`src/rtl/irl_hub_pkg.sv`:
```
package irl_hub_pkg;
  localparam int unsigned HUB_NSRC = 13;
  localparam int unsigned HUB_DW   = 16;
  localparam int unsigned HUB_AW   = 6;
  localparam int unsigned HUB_LW   = 4;

  localparam logic [5:0] OFS_MASK = 6'h00;
  localparam logic [5:0] OFS_PWR  = 6'h30;
  localparam logic [5:0] OFS_VER  = 6'h32;
  localparam logic [5:0] OFS_PORT = 6'h36;

  localparam logic [15:0] VERSION_WORD = 16'h0010;

  // status-bit position owned by each source index
  function automatic int unsigned src_bit(input int unsigned idx);
    case (idx)
      0:       return 9;
      1:       return 8;
      2:       return 14;
      3:       return 13;
      4:       return 12;
      5:       return 11;
      6:       return 10;
      7:       return 6;
      8:       return 5;
      9:       return 4;
      10:      return 7;
      11:      return 0;
      12:      return 15;
      default: return 1;
    endcase
  endfunction

  // priority level of each source index (smaller wins)
  function automatic int unsigned src_level(input int unsigned idx);
    case (idx)
      0:       return 1;
      1:       return 2;
      2:       return 9;
      3:       return 10;
      4:       return 3;
      5:       return 0;
      6:       return 4;
      7:       return 5;
      8:       return 6;
      9:       return 7;
      10:      return 8;
      11:      return 11;
      12:      return 12;
      default: return 15;
    endcase
  endfunction
endpackage

```
`src/rtl/irl_src_map.sv`:
```
module irl_src_map
  import irl_hub_pkg::*;
#(
  parameter int unsigned NSRC = HUB_NSRC,
  parameter int unsigned DW   = HUB_DW
) (
  input  logic [NSRC-1:0] src,
  output logic [DW-1:0]   status
);
  // scatter each line onto its own status bit
  always_comb begin
    status = '0;
    for (int unsigned i = 0; i < NSRC; i++) begin
      status[src_bit(i)] = src[i];
    end
  end
endmodule

```
`src/rtl/irl_prio_enc.sv`:
```
module irl_prio_enc
  import irl_hub_pkg::*;
#(
  parameter int unsigned NSRC = HUB_NSRC,
  parameter int unsigned DW   = HUB_DW,
  parameter int unsigned LW   = HUB_LW
) (
  input  logic          clk,
  input  logic          rst_n,
  input  logic [DW-1:0] status,
  input  logic [DW-1:0] mask,
  output logic [LW-1:0] win_level
);
  localparam int unsigned NLEV = 1 << LW;

  logic [DW-1:0]   elig;
  logic [NLEV-1:0] lvl_hit;
  logic [NLEV-1:0] grant;

  assign elig = status & mask;

  // one OR term per level, collecting every source that sits on it
  for (genvar gl = 0; gl < NLEV; gl++) begin : g_lvl
    logic term;
    always_comb begin
      term = 1'b0;
      for (int unsigned i = 0; i < NSRC; i++) begin
        if (src_level(i) == gl) term = term | elig[src_bit(i)];
      end
    end
    assign lvl_hit[gl] = term;
  end

  // lowest set level wins; the top level doubles as the idle value
  assign grant = lvl_hit & ~(lvl_hit - NLEV'(1));

  always_comb begin
    win_level = LW'(NLEV - 1);
    for (int i = NLEV - 1; i >= 0; i--) begin
      if (grant[i]) win_level = LW'(i);
    end
  end

  assert_grant_onehot_R4: assert property (@(posedge clk) disable iff (!rst_n)
    $onehot0(grant));
  assert_no_grant_when_idle_R3: assert property (@(posedge clk) disable iff (!rst_n)
    (elig == '0) |-> (grant == '0));
endmodule

```
`src/rtl/irl_regfile.sv`:
```
module irl_regfile
  import irl_hub_pkg::*;
#(
  parameter int unsigned DW = HUB_DW,
  parameter int unsigned AW = HUB_AW
) (
  input  logic          clk,
  input  logic          rst_n,
  input  logic [AW-1:0] addr,
  input  logic          wr,
  input  logic [DW-1:0] wdata,
  output logic [DW-1:0] rdata,
  output logic [DW-1:0] mask_q,
  output logic [DW-1:0] mask_d,
  output logic          shut_q
);
  logic [DW-1:0] port_q, port_d;
  logic          shut_d;
  logic          hit_mask, hit_port, hit_pwr, hit_ver;

  assign hit_mask = (addr == AW'(OFS_MASK));
  assign hit_port = (addr == AW'(OFS_PORT));
  assign hit_pwr  = (addr == AW'(OFS_PWR));
  assign hit_ver  = (addr == AW'(OFS_VER));

  // next-state
  always_comb begin
    mask_d = mask_q;
    port_d = port_q;
    shut_d = 1'b0;
    if (wr && hit_mask) mask_d = wdata;
    if (wr && hit_port) port_d = wdata;
    if (wr && hit_pwr)  shut_d = wdata[0];
  end

  // registers
  always_ff @(posedge clk or negedge rst_n) begin
    if (!rst_n) begin
      mask_q <= '0;
      port_q <= '0;
      shut_q <= 1'b0;
    end else begin
      mask_q <= mask_d;
      port_q <= port_d;
      shut_q <= shut_d;
    end
  end

  // read mux
  always_comb begin
    rdata = '0;
    if (hit_mask) rdata = mask_q;
    if (hit_port) rdata = port_q;
    if (hit_ver)  rdata = DW'(VERSION_WORD);
  end

  assert_mask_holds_R5: assert property (@(posedge clk) disable iff (!rst_n)
    !(wr && hit_mask) |=> $stable(mask_q));
  assert_port_holds_R6: assert property (@(posedge clk) disable iff (!rst_n)
    !(wr && hit_port) |=> $stable(port_q));
  assert_pulse_single_R8: assert property (@(posedge clk) disable iff (!rst_n)
    (shut_q && !(wr && hit_pwr && wdata[0])) |=> !shut_q);
endmodule

```
`src/rtl/irl_hub.sv`:
```
module irl_hub
  import irl_hub_pkg::*;
#(
  parameter int unsigned NSRC = HUB_NSRC,
  parameter int unsigned DW   = HUB_DW,
  parameter int unsigned AW   = HUB_AW,
  parameter int unsigned LW   = HUB_LW
) (
  input  logic            clk,
  input  logic            rst_n,
  input  logic [AW-1:0]   bus_addr,
  input  logic            bus_wr,
  input  logic [DW-1:0]   bus_wdata,
  output logic [DW-1:0]   bus_rdata,
  input  logic [NSRC-1:0] irq_src,
  output logic [LW-1:0]   irl_code,
  output logic            shutdown_req
);
  localparam logic [LW-1:0] LVL_ALL = '1;

  logic [DW-1:0] status;
  logic [DW-1:0] mask_q, mask_d;
  logic [LW-1:0] win_level;
  logic [LW-1:0] irl_d, irl_q;
  logic          irl_en;

  irl_src_map #(.NSRC(NSRC), .DW(DW)) u_map (
    .src    (irq_src),
    .status (status)
  );

  irl_regfile #(.DW(DW), .AW(AW)) u_regs (
    .clk    (clk),
    .rst_n  (rst_n),
    .addr   (bus_addr),
    .wr     (bus_wr),
    .wdata  (bus_wdata),
    .rdata  (bus_rdata),
    .mask_q (mask_q),
    .mask_d (mask_d),
    .shut_q (shutdown_req)
  );

  // the mask about to be stored takes part in this edge's decision
  irl_prio_enc #(.NSRC(NSRC), .DW(DW), .LW(LW)) u_enc (
    .clk       (clk),
    .rst_n     (rst_n),
    .status    (status),
    .mask      (mask_d),
    .win_level (win_level)
  );

  assign irl_en = 1'b1;
  assign irl_d  = win_level ^ LVL_ALL;

  always_ff @(posedge clk or negedge rst_n) begin
    if (!rst_n)      irl_q <= '0;
    else if (irl_en) irl_q <= irl_d;
  end

  assign irl_code = irl_q;

  assert_code_needs_source_R3: assert property (@(posedge clk) disable iff (!rst_n)
    (irl_code != '0) |-> $past((status & mask_d) != '0));
  assert_shutdown_cause_R8: assert property (@(posedge clk) disable iff (!rst_n)
    $rose(shutdown_req) |-> $past(bus_wr && bus_addr == AW'(OFS_PWR) && bus_wdata[0]));
endmodule

```
`config.mk`:
```
export PLATFORM = sky130hd
export DESIGN_NAME = irl_hub
export DESIGN_NICKNAME = d
export VERILOG_FILES = /design/src/rtl/irl_hub_pkg.sv /design/src/rtl/irl_src_map.sv /design/src/rtl/irl_prio_enc.sv /design/src/rtl/irl_regfile.sv /design/src/rtl/irl_hub.sv
export SDC_FILE = /design/constraint.sdc
export NUM_CORES = 1
export LEC_CHECK = 0
export ABC_CLOCK_PERIOD_IN_PS = 3700
export BUFFER_PORTS_ARGS = -buffer_cell sky130_fd_sc_hd__buf_2
export CAP_MARGIN = 10
export CORE_MARGIN = 3
export CORE_UTILIZATION = 35
export DETAILED_ROUTE_END_ITERATION = 7
export PLACE_DENSITY = 0.58
export SYNTH_ARGS = -nofsm -noshare
export SYNTH_HDL_FRONTEND = slang
export SYNTH_SLANG_ARGS = --single-unit
```
`constraint.sdc`:
```
create_clock -name clk -period 3.7 [get_ports clk]
set_clock_uncertainty 0.1 [all_clocks]
set_input_delay 0.74 -clock clk [delete_from_list [all_inputs] [get_ports clk]]
set_output_delay 0.74 -clock clk [all_outputs]
set_load 0.01 [all_outputs]
```
Word level (Yosys, flattened, before mapping)
Cells that the tools add are included.
- add/sub/neg operators: 1
- muxes and demuxes: 20
- equal/unequal tests: 3
- bitwise gates (word level): 4
- reductions and logical operators: 4
- operators with widths (kind ; number):
    $mux 16 ; 4
    $mux 4 ; 14
    $eq 6x6->1 const B ; 3
    $and 16x16->16 ; 1
    $and 13x15->15 ; 1
    $not 15->15 ; 1
    $sub 13x1->14 const B ; 1
    $logic_not 6->1 ; 1
    $not 4->4 ; 1
    $logic_and 1x1->1 ; 3
    $mux 1 ; 2
- word-level logic and storage cells: 36
- input port bits: 38
- register bits: 37
- output and inout bits: 21

Longest topological paths before layout
Gate-level depths: netlist of run 1.
- word-level depth: 23
- gate-level depth with buffers: 6
- mapped depth without buffers: 5

By module
A second synthesis of run 1 with hierarchy kept.
- cell total of the unflattened synthesis: 150
- area total of the unflattened synthesis: 1916.8 um2
- modules (own cells, without submodules) (module ; instances ; cells each ; area an instance (um2) ; sequential area each (um2)):
    irl_regfile ; 1 ; 98 ; 1492.7 ; 825.8
    irl_prio_enc ; 1 ; 27 ; 185.2 ; 0.0
    irl_src_map ; 1 ; 17 ; 123.9 ; 0.0
    irl_hub ; 1 ; 8 ; 115.1 ; 100.1

Worst setup path before layout of run 1
OpenSTA, ideal clock, no wires.
- path kind: input -> output
- start: input bus_addr[0]
- end: output bus_rdata[10]
- path slack: 1026 ps
- stages: 4
- required time: 2860 ps
- buffers on the path: 1
- arrival: 1834 ps
- cell sequence: nor4_2 nor3b_2 buf_2 a22o_1
- cells in the longest elaborated chain, start to end: 4
- elaborated cells between the ends (all ways): 6
- classes of those cells: eq/ne (2); mux (3); reduce/logical (1)
- RTL lines (what ; line ; RTL):
    start: declaration ; irl_hub.sv:11 ; input logic [AW-1:0] bus_addr,
    $logic_not 6->1 ; irl_regfile.sv:21 ; assign hit_mask = (addr == AW'(OFS_MASK));
    $mux 16 ; irl_regfile.sv:52 ; if (hit_mask) rdata = mask_q;
    $mux 16 ; irl_regfile.sv:53 ; if (hit_port) rdata = port_q;
    $mux 16 (*) ; irl_regfile.sv:54 ; if (hit_ver) rdata = DW'(VERSION_WORD);
    end: declaration ; irl_hub.sv:14 ; output logic [DW-1:0] bus_rdata,
Mark *: on every way between the ends. The rest lies on a longest branch, timed or not.

Final worst setup path of run 1
- start: input bus_addr[0]
- end: output bus_rdata[5]
The elaborated chain is that of the path after synthesis.

==> metrics.cfg, run 1 <==
[floorplan]
core-area_um2 = 5205
die_area_um2 = 6385
die_y_um = 79.91
placementRows = 26
die_w_um = 79.91
initial_core_util = 0.3673
io-pin-count = 59

[clock_tree]
clkTransAtPathRegs_ns = 0.07
cts-root-buf = clkbuf_8
cts_tree = built
tritoncts_num_sinks = 37
post_cts_buffers = 0
htree_num_levels = 2
numCtsBuffers = 5
postCtsHoldBufs = 0
cts_resized = 0
cts_buffer_depth = 2
clk_latency_ns = 0.29

[timing]
drv_slew = 0
relSlewSlack = 0.4406
rsz0062_at_grt = false
holdWs_ns = 0.4062
setup-violations-final = 0
min_period_ns = 2.853
max_freq_mhz = 350.5
hold_viol = 0
final.period_utilization = 0.7711
tns_ns = 0
worst_pin_slew_ns = 0.8391

[worst_setup_path]
crit_buf_inv = 2
crit_path_max_fanout = 16
worstPathRequired_ns = 2.86
start_kind = input port
crit_top_cell = buf_2
crit_family = simple AND/OR/NAND/NOR gates
reg2reg_depth = 5
cp_cell_sequence = buf_2 > or4b_4 > nor2_8 > a22o_1 > buf_2
arrival_ns = 2.01
slowest_stage = or4b_4
path_depth = 5
critPathMaxStageDelay_ns = 0.58
worstSetupPathType = input port to output pin
cp-end-kind = output pin

[power_and_ir_drop]
clockPowerShare = 0.298
p_seq_frac = 0.518
swShare = 0.2670
p_sw_uw = 257.3
vdd_drop_max_uv = 148.4
p_leak_nw = 1.287
combPwrFrac = 0.184
internal_power_uw = 706.3
power_density_nw_per_um2 = 408.3

[worst_hold_path]
hold_class = flip-flop to flip-flop
holdPathStages = 1

[routing]
drc_errors = 0
drt-initial-drc-count = 108
wl_per_cell_um = 15.76
via_per_inst = 5.122
drtAntennaViolNets = 0
dr_total_vias = 1465
wl_um = 4506
first_pass_iters = 4

[placement]
io_buffer_count = 58
gp_congestion = 0.8423
place_inst = 279
place_hpwl_um = 3269

[final_layout]
diodes = 0
syn2layout_area_growth_pct = 23.43
stdcell_count = 286
num-fill-cells = 525
drive_gt1_frac = 0.4722
seq_area_um2 = 925.9
nets = 254
multiInputGateArea_um2 = 943.4
final_util = 0.4534

[synthesis]
yosys.area.top_type = dfrtp_1
synthCells = 154
syn_avg_cell_area_um2 = 12.41
synth.area.top_cells = dfrtp_1, mux2_2, mux2_4
ys_types = 31
async_flop_share = 1.000
seq_area_frac_synth = 0.4843
syn-num-nets = 192
ys_ff_latch = 37
synth_top_area_share = 0.4843
synth_edf_count = 0
syn-cell-area_um2 = 1912
yosysWarningCount = 0
synth_flop_cell = dfrtp_1

[global_route]
grt.overflow.total = 0
grt_pass1_vias = 1539
grt_usage = 0.1551
grt_max_degree = 38
grt_antenna_before_repair = 0
grt_util_met1 = 0.2030
busiest_layer = met2
grt_first_pass_wirelength_um = 7555
grtUsageMet2 = 0.2517
grtUsageMet3 = 0.02935

[job]
maxCapViolCount = 0

[outcome]
status = completed

-- path summary, 6_finish.rpt --
kind,startpoint,to,slack (ns)
hold reg to reg,u_regs.mask_q[2],u_regs.mask_q[2],0.41
max in group asynchronous,rst_n,u_regs.mask_q[8],2.52
setup reg to reg,u_regs.mask_q[11],irl_code[0],2.00
min in group asynchronous,rst_n,u_regs.port_q[6],0.45
hold / removal,u_regs.mask_q[2],u_regs.mask_q[2],0.41
setup / recovery,bus_addr[0],bus_rdata[5],0.85
-- cell usage in the layout, fill, tap and decap left out, types with 2 or more instances in the layout --
cell      count
buf_4         2
dfrtp_1      37
nand3_1       4
a22oi_1       8
and3_1        2
mux2i_1       8
buf_2        58
nor2_1        2
mux2_2       20
nand2_1      16
mux2_4       10
a32oi_1       2
nor3_1        3
clkbuf_8      6
inv_1         3
o21ai_0       4
a22o_1       15
-- per-layer routing --
metal	share of wire	vias up
li1	-	707
met1	0.46	719
met2	0.50	33
met3	0.037	6
met4	0.011	0
met5	0	-
-- per-stage QoR --
stage	total power, mW	area, um2	setup WS, ns
floorplan	0.6057	1912	1.026
CTS	0.9782	2360	0.8278
finish	0.9636	2360	0.8471
detailed placement	0.6877	2273	0.8141
global placement	0.6850	2273	0.7865
global route	1.023	2360	0.7147
-- cell families after synthesis --
kind of cell / share of synthesized area
buffers and inverters: 0.02225
AO/OA/AOI/OAI: 0.1420
AND/OR/NAND/NOR: 0.1073
flip-flops: 0.4843
multiplexers: 0.2441
-- Yosys cell counts, types with 3 or more instances --
| cell type | number |
|---|---|
| dfrtp_1 | 37 |
| buf_2 | 4 |
| nor3_1 | 3 |
| a22oi_1 | 8 |
| nand3_1 | 4 |
| mux2i_1 | 8 |
| o21ai_0 | 4 |
| mux2_4 | 10 |
| inv_1 | 3 |
| mux2_2 | 20 |
| nand2_1 | 16 |
| a22o_1 | 15 |
-- final cells by class --
cell class              instances  area share
repair buffers                 60      0.1294
clock buffers                   7     0.03659
inverters                       3    0.004772
multi-input cells             109      0.3998
flip-flops and latches         37      0.3924
well taps                      70     0.03712
-- sequential cells by signal (all words and copies together) (netlist names) --
register / count
u_regs.port_q: 16
u_regs.shut_q: 1
u_regs.mask_q: 16
irl_code: 4
-- power groups by stage --
stage / Sequential [mW] / Clock, mW / Combinational (mW)
floorplan: 0.506 / 0 / 0.0998
global placement: 0.507 / 0 / 0.178
finish: 0.499 / 0.287 / 0.177
global route: 0.509 / 0.315 / 0.198
CTS: 0.500 / 0.297 / 0.181
detailed placement: 0.507 / 0 / 0.180
(Power assumes the default switching activity.)
==> inputs of run 2 (changes only) <==
--- a/config.mk
+++ b/config.mk
@@ -5,7 +5,7 @@
 export SDC_FILE = /design/constraint.sdc
 export NUM_CORES = 1
 export LEC_CHECK = 0
-export ABC_CLOCK_PERIOD_IN_PS = 3700
+export ABC_CLOCK_PERIOD_IN_PS = 2800
 export BUFFER_PORTS_ARGS = -buffer_cell sky130_fd_sc_hd__buf_2
 export CAP_MARGIN = 10
 export CORE_MARGIN = 3
==> constraint.sdc (replaced) <==
create_clock -name clk -period 2.8 [get_ports clk]
set_clock_uncertainty 0.1 [all_clocks]
set_input_delay 0.56 -clock clk [delete_from_list [all_inputs] [get_ports clk]]
set_output_delay 0.56 -clock clk [all_outputs]
set_load 0.01 [all_outputs]
==> run 2 against run 1 <==
Flip-flop and latch count stayed put. Sequential share of layout area is 0.19 points lower. Combinational power is 32% higher. Final cell count is 1.0% higher. Critical path type unchanged.
==> metrics.cfg, run 2 (synthesized netlist as in run 1, its figures left out) <==
[clock_tree]
clk_latency_ns = 0.29
postCtsHoldBufs = 0
cts_buffer_depth = 2
htree_num_levels = 2
cts_resized = 0
cts-root-buf = clkbuf_8
tritoncts_num_sinks = 37
post_cts_buffers = 0
cts_tree = built
numCtsBuffers = 5
clkTransAtPathRegs_ns = 0.08

[placement]
gp_congestion = 0.7895
place_hpwl_um = 3315
place_inst = 281
io_buffer_count = 58

[job]
maxCapViolCount = 0

[timing]
rsz0062_at_grt = false
tns_ns = 0
holdWs_ns = 0.2676
final.period_utilization = 0.8981
min_period_ns = 2.515
max_freq_mhz = 397.7
worst_pin_slew_ns = 0.8353
hold_viol = 0
drv_slew = 0
relSlewSlack = 0.4432
setup-violations-final = 0

[final_layout]
stdcell_count = 289
seq_area_um2 = 925.9
final_cell_mix = buf_2, dfrtp_1, mux2_2
diodes = 0
drive_gt1_frac = 0.4795
multiInputGateArea_um2 = 943.4
nets = 256
final_common_cell = buf_2
num-fill-cells = 505
syn2layout_area_growth_pct = 24.02

[global_route]
grt_pass1_vias = 1510
grt_antenna_before_repair = 0
grt_usage = 0.1529
grt_first_pass_wirelength_um = 7458
grt_max_degree = 38
grt.overflow.total = 0

[routing]
drc_errors = 0
drt-initial-drc-count = 83
wl_um = 4552
dr_total_vias = 1484
first_pass_iters = 4
drtAntennaViolNets = 0
via_per_inst = 5.135
wl_per_cell_um = 15.75

[floorplan]
placementRows = 26
die_y_um = 79.91
die_area_um2 = 6385
core-area_um2 = 5205
initial_core_util = 0.3673
die_w_um = 79.91
io-pin-count = 59

[worst_setup_path]
reg2reg_depth = 5
r2r_setup_slack_ns = 1.17
worstPathRequired_ns = 2.14
start_kind = input port
r2r_end = irl_code[0]
arrival_ns = 1.85
crit_path_max_fanout = 16
reg2reg_from = u_regs.mask_q[11]
cp-end-kind = output pin
worstSetupPathType = input port to output pin

[power_and_ir_drop]
power_density_nw_per_um2 = 528.1
p_leak_nw = 1.297
total_power_mw = 1.252
vdd_drop_max_uv = 292.9

[worst_hold_path]
hold_class = input port to async pin

[outcome]
status = completed

## run 2: changes by cell type in the layout (fill, tap and decap cells not counted)
cell      change
buf_4         +2
clkbuf_8      -1
clkinv_2      +2
## run 2: worst max-delay path by stage
stage	startpoint	end	slack [ns]	depth (start not counted)
2_1_floorplan	bus_addr[0]	bus_rdata[10]	0.49	4
3_3_place_gp	bus_addr[0]	bus_rdata[4]	0.27	7
3_5_place_dp	bus_addr[0]	bus_rdata[8]	0.29	5
4_1_cts	bus_addr[0]	bus_rdata[14]	0.29	5
5_1_grt	bus_addr[0]	bus_rdata[4]	0.20	7
6_report	bus_addr[4]	bus_rdata[14]	0.29	6
## run 2: report_power, final
group          internal [mW]  switching, mW  leakage, nW
logic                  0.123          0.109        0.764
registers              0.615         0.0457        0.488
clock network          0.173          0.186       0.0450
## run 2: worst max-delay path: stages
cell,delay (ns)
buf_2,0.10
nand2_1,0.07
or4b_4,0.53
nor2_8,0.27
a22o_1,0.19
buf_2,0.13
## run 2: layout make-up
cell class	count	area share
well taps	70	0.03694
inverters	3	0.004749
flip-flops and latches	37	0.3905
repair buffers	62	0.1351
clock inverters	2	0.004222
multi-input cells	109	0.3979
clock buffers	6	0.03061
## run 2: routing by layer
metal	part of all wire	global-route usage	vias to the layer above
li1	-	-	712
met1	0.45	0.2009	739
met2	0.50	0.2425	31
met3	0.046	0.04515	2
met4	0.0051	0.04561	0
met5	0	0	-
## run 2: stage by stage
step           utilization  setup WS (ns)  cell area (um2)
3_5_place_dp        0.4397         0.2907             2288
5_1_grt             0.4555         0.1977             2371
2_1_floorplan            -         0.4856             1912
4_1_cts             0.4555         0.2870             2371
6_report            0.4555         0.2854             2371
3_3_place_gp        0.4397         0.2743             2288
==> inputs of run 3 (changes only) <==
--- a/config.mk
+++ b/config.mk
@@ -5,9 +5,11 @@
 export SDC_FILE = /design/constraint.sdc
 export NUM_CORES = 1
 export LEC_CHECK = 0
+export ABC_AREA = 1
 export ABC_CLOCK_PERIOD_IN_PS = 2800
 export BUFFER_PORTS_ARGS = -buffer_cell sky130_fd_sc_hd__buf_2
 export CAP_MARGIN = 10
+export CORE_ASPECT_RATIO = 0.75
 export CORE_MARGIN = 3
 export CORE_UTILIZATION = 35
 export DETAILED_ROUTE_END_ITERATION = 7
==> run 3 against run 2 <==
Count of clock-buffer cells in the layout grew 1. Sequential power shrank 5.3%. Non-clock buffer count is 2 lower. Synthesized area up 6.5%. Global-route usage rose by 0.25 points. Final cell count rose by 32%. Via count grew 15%. Synthesized cell count grew 60%.
==> metrics.cfg, run 3 <==
[outcome]
status = completed

[synthesis]
seq_area_frac_synth = 0.4545
synth-simple-area-share = 0.3434
syn_avg_cell_area_um2 = 8.280
synth_xor_area_frac = 0
ys_ff_latch = 37
yosysMostFrequentCell = nand2_1
synth_top_area_share = 0.4545
syn-cell-area_um2 = 2037
syn-num-nets = 284
yosysWarningCount = 0
synth_flop_cell = dfrtp_1
synth.area.top_cells = dfrtp_1, nand2_1, inv_1
synth_top_family_by_area = simple AND/OR/NAND/NOR gates
synth_fa_ha_area_frac = 0
synthCells = 246
yosys.area.top_type = dfrtp_1
async_flop_share = 1.000
ys_types = 30
synthMuxAreaShare = 0.01658
synth_common_cells = nand2_1, inv_1, dfrtp_1
synth_edf_count = 0
synth-compound-area-share = 0.08845

[worst_setup_path]
slowest_stage = o21ai_0
crit_family = buffers and inverters
cp_cell_sequence = buf_2 > nor2_4 > nand2_1 > nor2_1 > inv_1 > o21ai_0 > buf_2
critPathMaxStageDelay_ns = 0.27
arrival_ns = 1.78
crit_top_cell = buf_2
cp-end-kind = output pin
start_kind = input port
crit_buf_inv = 3
crit_path_max_fanout = 16
worstPathRequired_ns = 2.14
worstSetupPathType = input port to output pin

[routing]
dr_total_vias = 1705
wl_um = 4859
first_pass_iters = 4
drt-initial-drc-count = 112
drc_errors = 0
wl_per_cell_um = 12.75
drtAntennaViolNets = 0
via_per_inst = 4.475

[power_and_ir_drop]
internal_power_uw = 884.6
swShare = 0.2746
p_leak_nw = 1.343
clockPowerShare = 0.304
vdd_drop_max_uv = 196.1
power_density_nw_per_um2 = 491.2
p_sw_uw = 334.8
p_seq_frac = 0.513
combPwrFrac = 0.183

[placement]
place_hpwl_um = 3597
gp_congestion = 0.7442
io_buffer_count = 58
place_inst = 374

[worst_hold_path]
hold_class = input port to async pin

[floorplan]
placementRows = 23
die_w_um = 94.09
io-pin-count = 59
initial_core_util = 0.3706
die_area_um2 = 6781
core-area_um2 = 5497
die_y_um = 72.07

[global_route]
grtUsageMet3 = 0.04870
grtUsageMet2 = 0.2313
grt.overflow.total = 0
grt_first_pass_wirelength_um = 8086
grt_max_degree = 38
busiest_layer = met2
grt_pass1_vias = 1719
grt_usage = 0.1553
grt_util_met1 = 0.2150
grt_antenna_before_repair = 0

[job]
maxCapViolCount = 0

[clock_tree]
cts_tree = built
htree_num_levels = 2
tritoncts_num_sinks = 37
post_cts_buffers = 0
clk_latency_ns = 0.28
numCtsBuffers = 5
cts-root-buf = clkbuf_8
cts_resized = 0
clkTransAtPathRegs_ns = 0.07
cts_buffer_depth = 2
postCtsHoldBufs = 0

[final_layout]
nets = 344
diodes = 0
final_cell_mix = nand2_1, buf_2, inv_1
num-fill-cells = 567
drive_gt1_frac = 0.3268
stdcell_count = 381
final_common_cell = nand2_1
syn2layout_area_growth_pct = 21.87

[timing]
final.period_utilization = 0.8712
setup-violations-final = 0
tns_ns = 0
min_period_ns = 2.439
hold_viol = 0
drv_slew = 0
rsz0062_at_grt = false
worst_pin_slew_ns = 0.8360
relSlewSlack = 0.4427
max_freq_mhz = 409.9

[run 3: cell count changes after synthesis, sizes merged, moves of 3 or more]
| cell | delta |
|---|---|
| nand2 | +58 |
| inv | +39 |
| mux2 | -28 |
| o21ai | +26 |
| nand3 | +16 |
| a22o | -15 |
| nor2 | +9 |
| a22oi | -8 |
| mux2i | -8 |
| and2 | +6 |
| nand4 | +4 |
| clkbuf | +3 |
[run 3: metal layers]
metal  wire length [um]  up-vias  share of wire
li1                   -      889              -
met1               2378      767           0.49
met2               2119       47           0.44
met3                330        2          0.068
met4                 30        0         0.0062
met5                  0        -              0
[run 3: worst reg2reg max path: stages (launching register included)]
cell	delay [ns]
dfrtp_1	0.36
inv_1	0.06
nand2_1	0.08
nand3_2	0.12
nand2_2	0.10
nor2_8	0.17
nand2_2	0.07
o21a_1	0.19
o2111ai_1	0.08
[run 3: power groups by stage]
stage	clock network, mW	logic [mW]	registers (mW)
2_1_floorplan	0	0.145	0.634
3_3_place_gp	0	0.224	0.634
3_5_place_dp	0	0.226	0.636
4_1_cts	0.389	0.227	0.626
5_1_grt	0.410	0.257	0.634
6_report	0.370	0.223	0.626
[run 3: worst paths after layout]
kind | startpoint | end | slack (ns) | cells after the start
max | bus_addr[3] | bus_rdata[6] | 0.36 | 7
min | rst_n | u_regs.mask_q[3] | 0.28 | 1
max reg2reg | u_regs.mask_q[11] | irl_code[1] | 1.39 | 8
min reg2reg | u_regs.port_q[7] | u_regs.port_q[7] | 0.39 | 2
max in group asynchronous | rst_n | u_regs.mask_q[10] | 1.79 | 1
min in group clk | u_regs.port_q[7] | u_regs.port_q[7] | 0.39 | 2
[run 3: stage by stage]
stage	util	hold WS (ns)	cell area (um2)	power [mW]	worst slack, ns
after global routing	0.4516	0.3469	2482	1.302	0.2069
after detailed placement	0.4359	0.3734	2396	0.8621	0.3476
final	0.4516	0.2828	2482	1.219	0.3606
after CTS	0.4516	0.3073	2482	1.242	0.3473
after global placement	0.4359	0.3659	2396	0.8580	0.3797
after floorplan	-	0.1644	2037	0.7788	0.6531
[run 3: cell type report]
class	instances	area, um2	share of cell area
Clock buffer	7	86.33	0.03478
Inverter	42	157.7	0.06351
Timing Repair Buffer	60	305.3	0.1230
Multi-Input combinational cell	160	913.4	0.3679
Tap cell	75	93.84	0.03780
Sequential cell	37	925.9	0.3730
[run 3: logic make-up (layout without fill, tap and decap cells)]
family,after synthesis,after routing
AOI/OAI and AO/OA,34,34
buffers and inverters,49,109
DFF,37,37
muxes,3,3
and+or+nand+nor,123,123
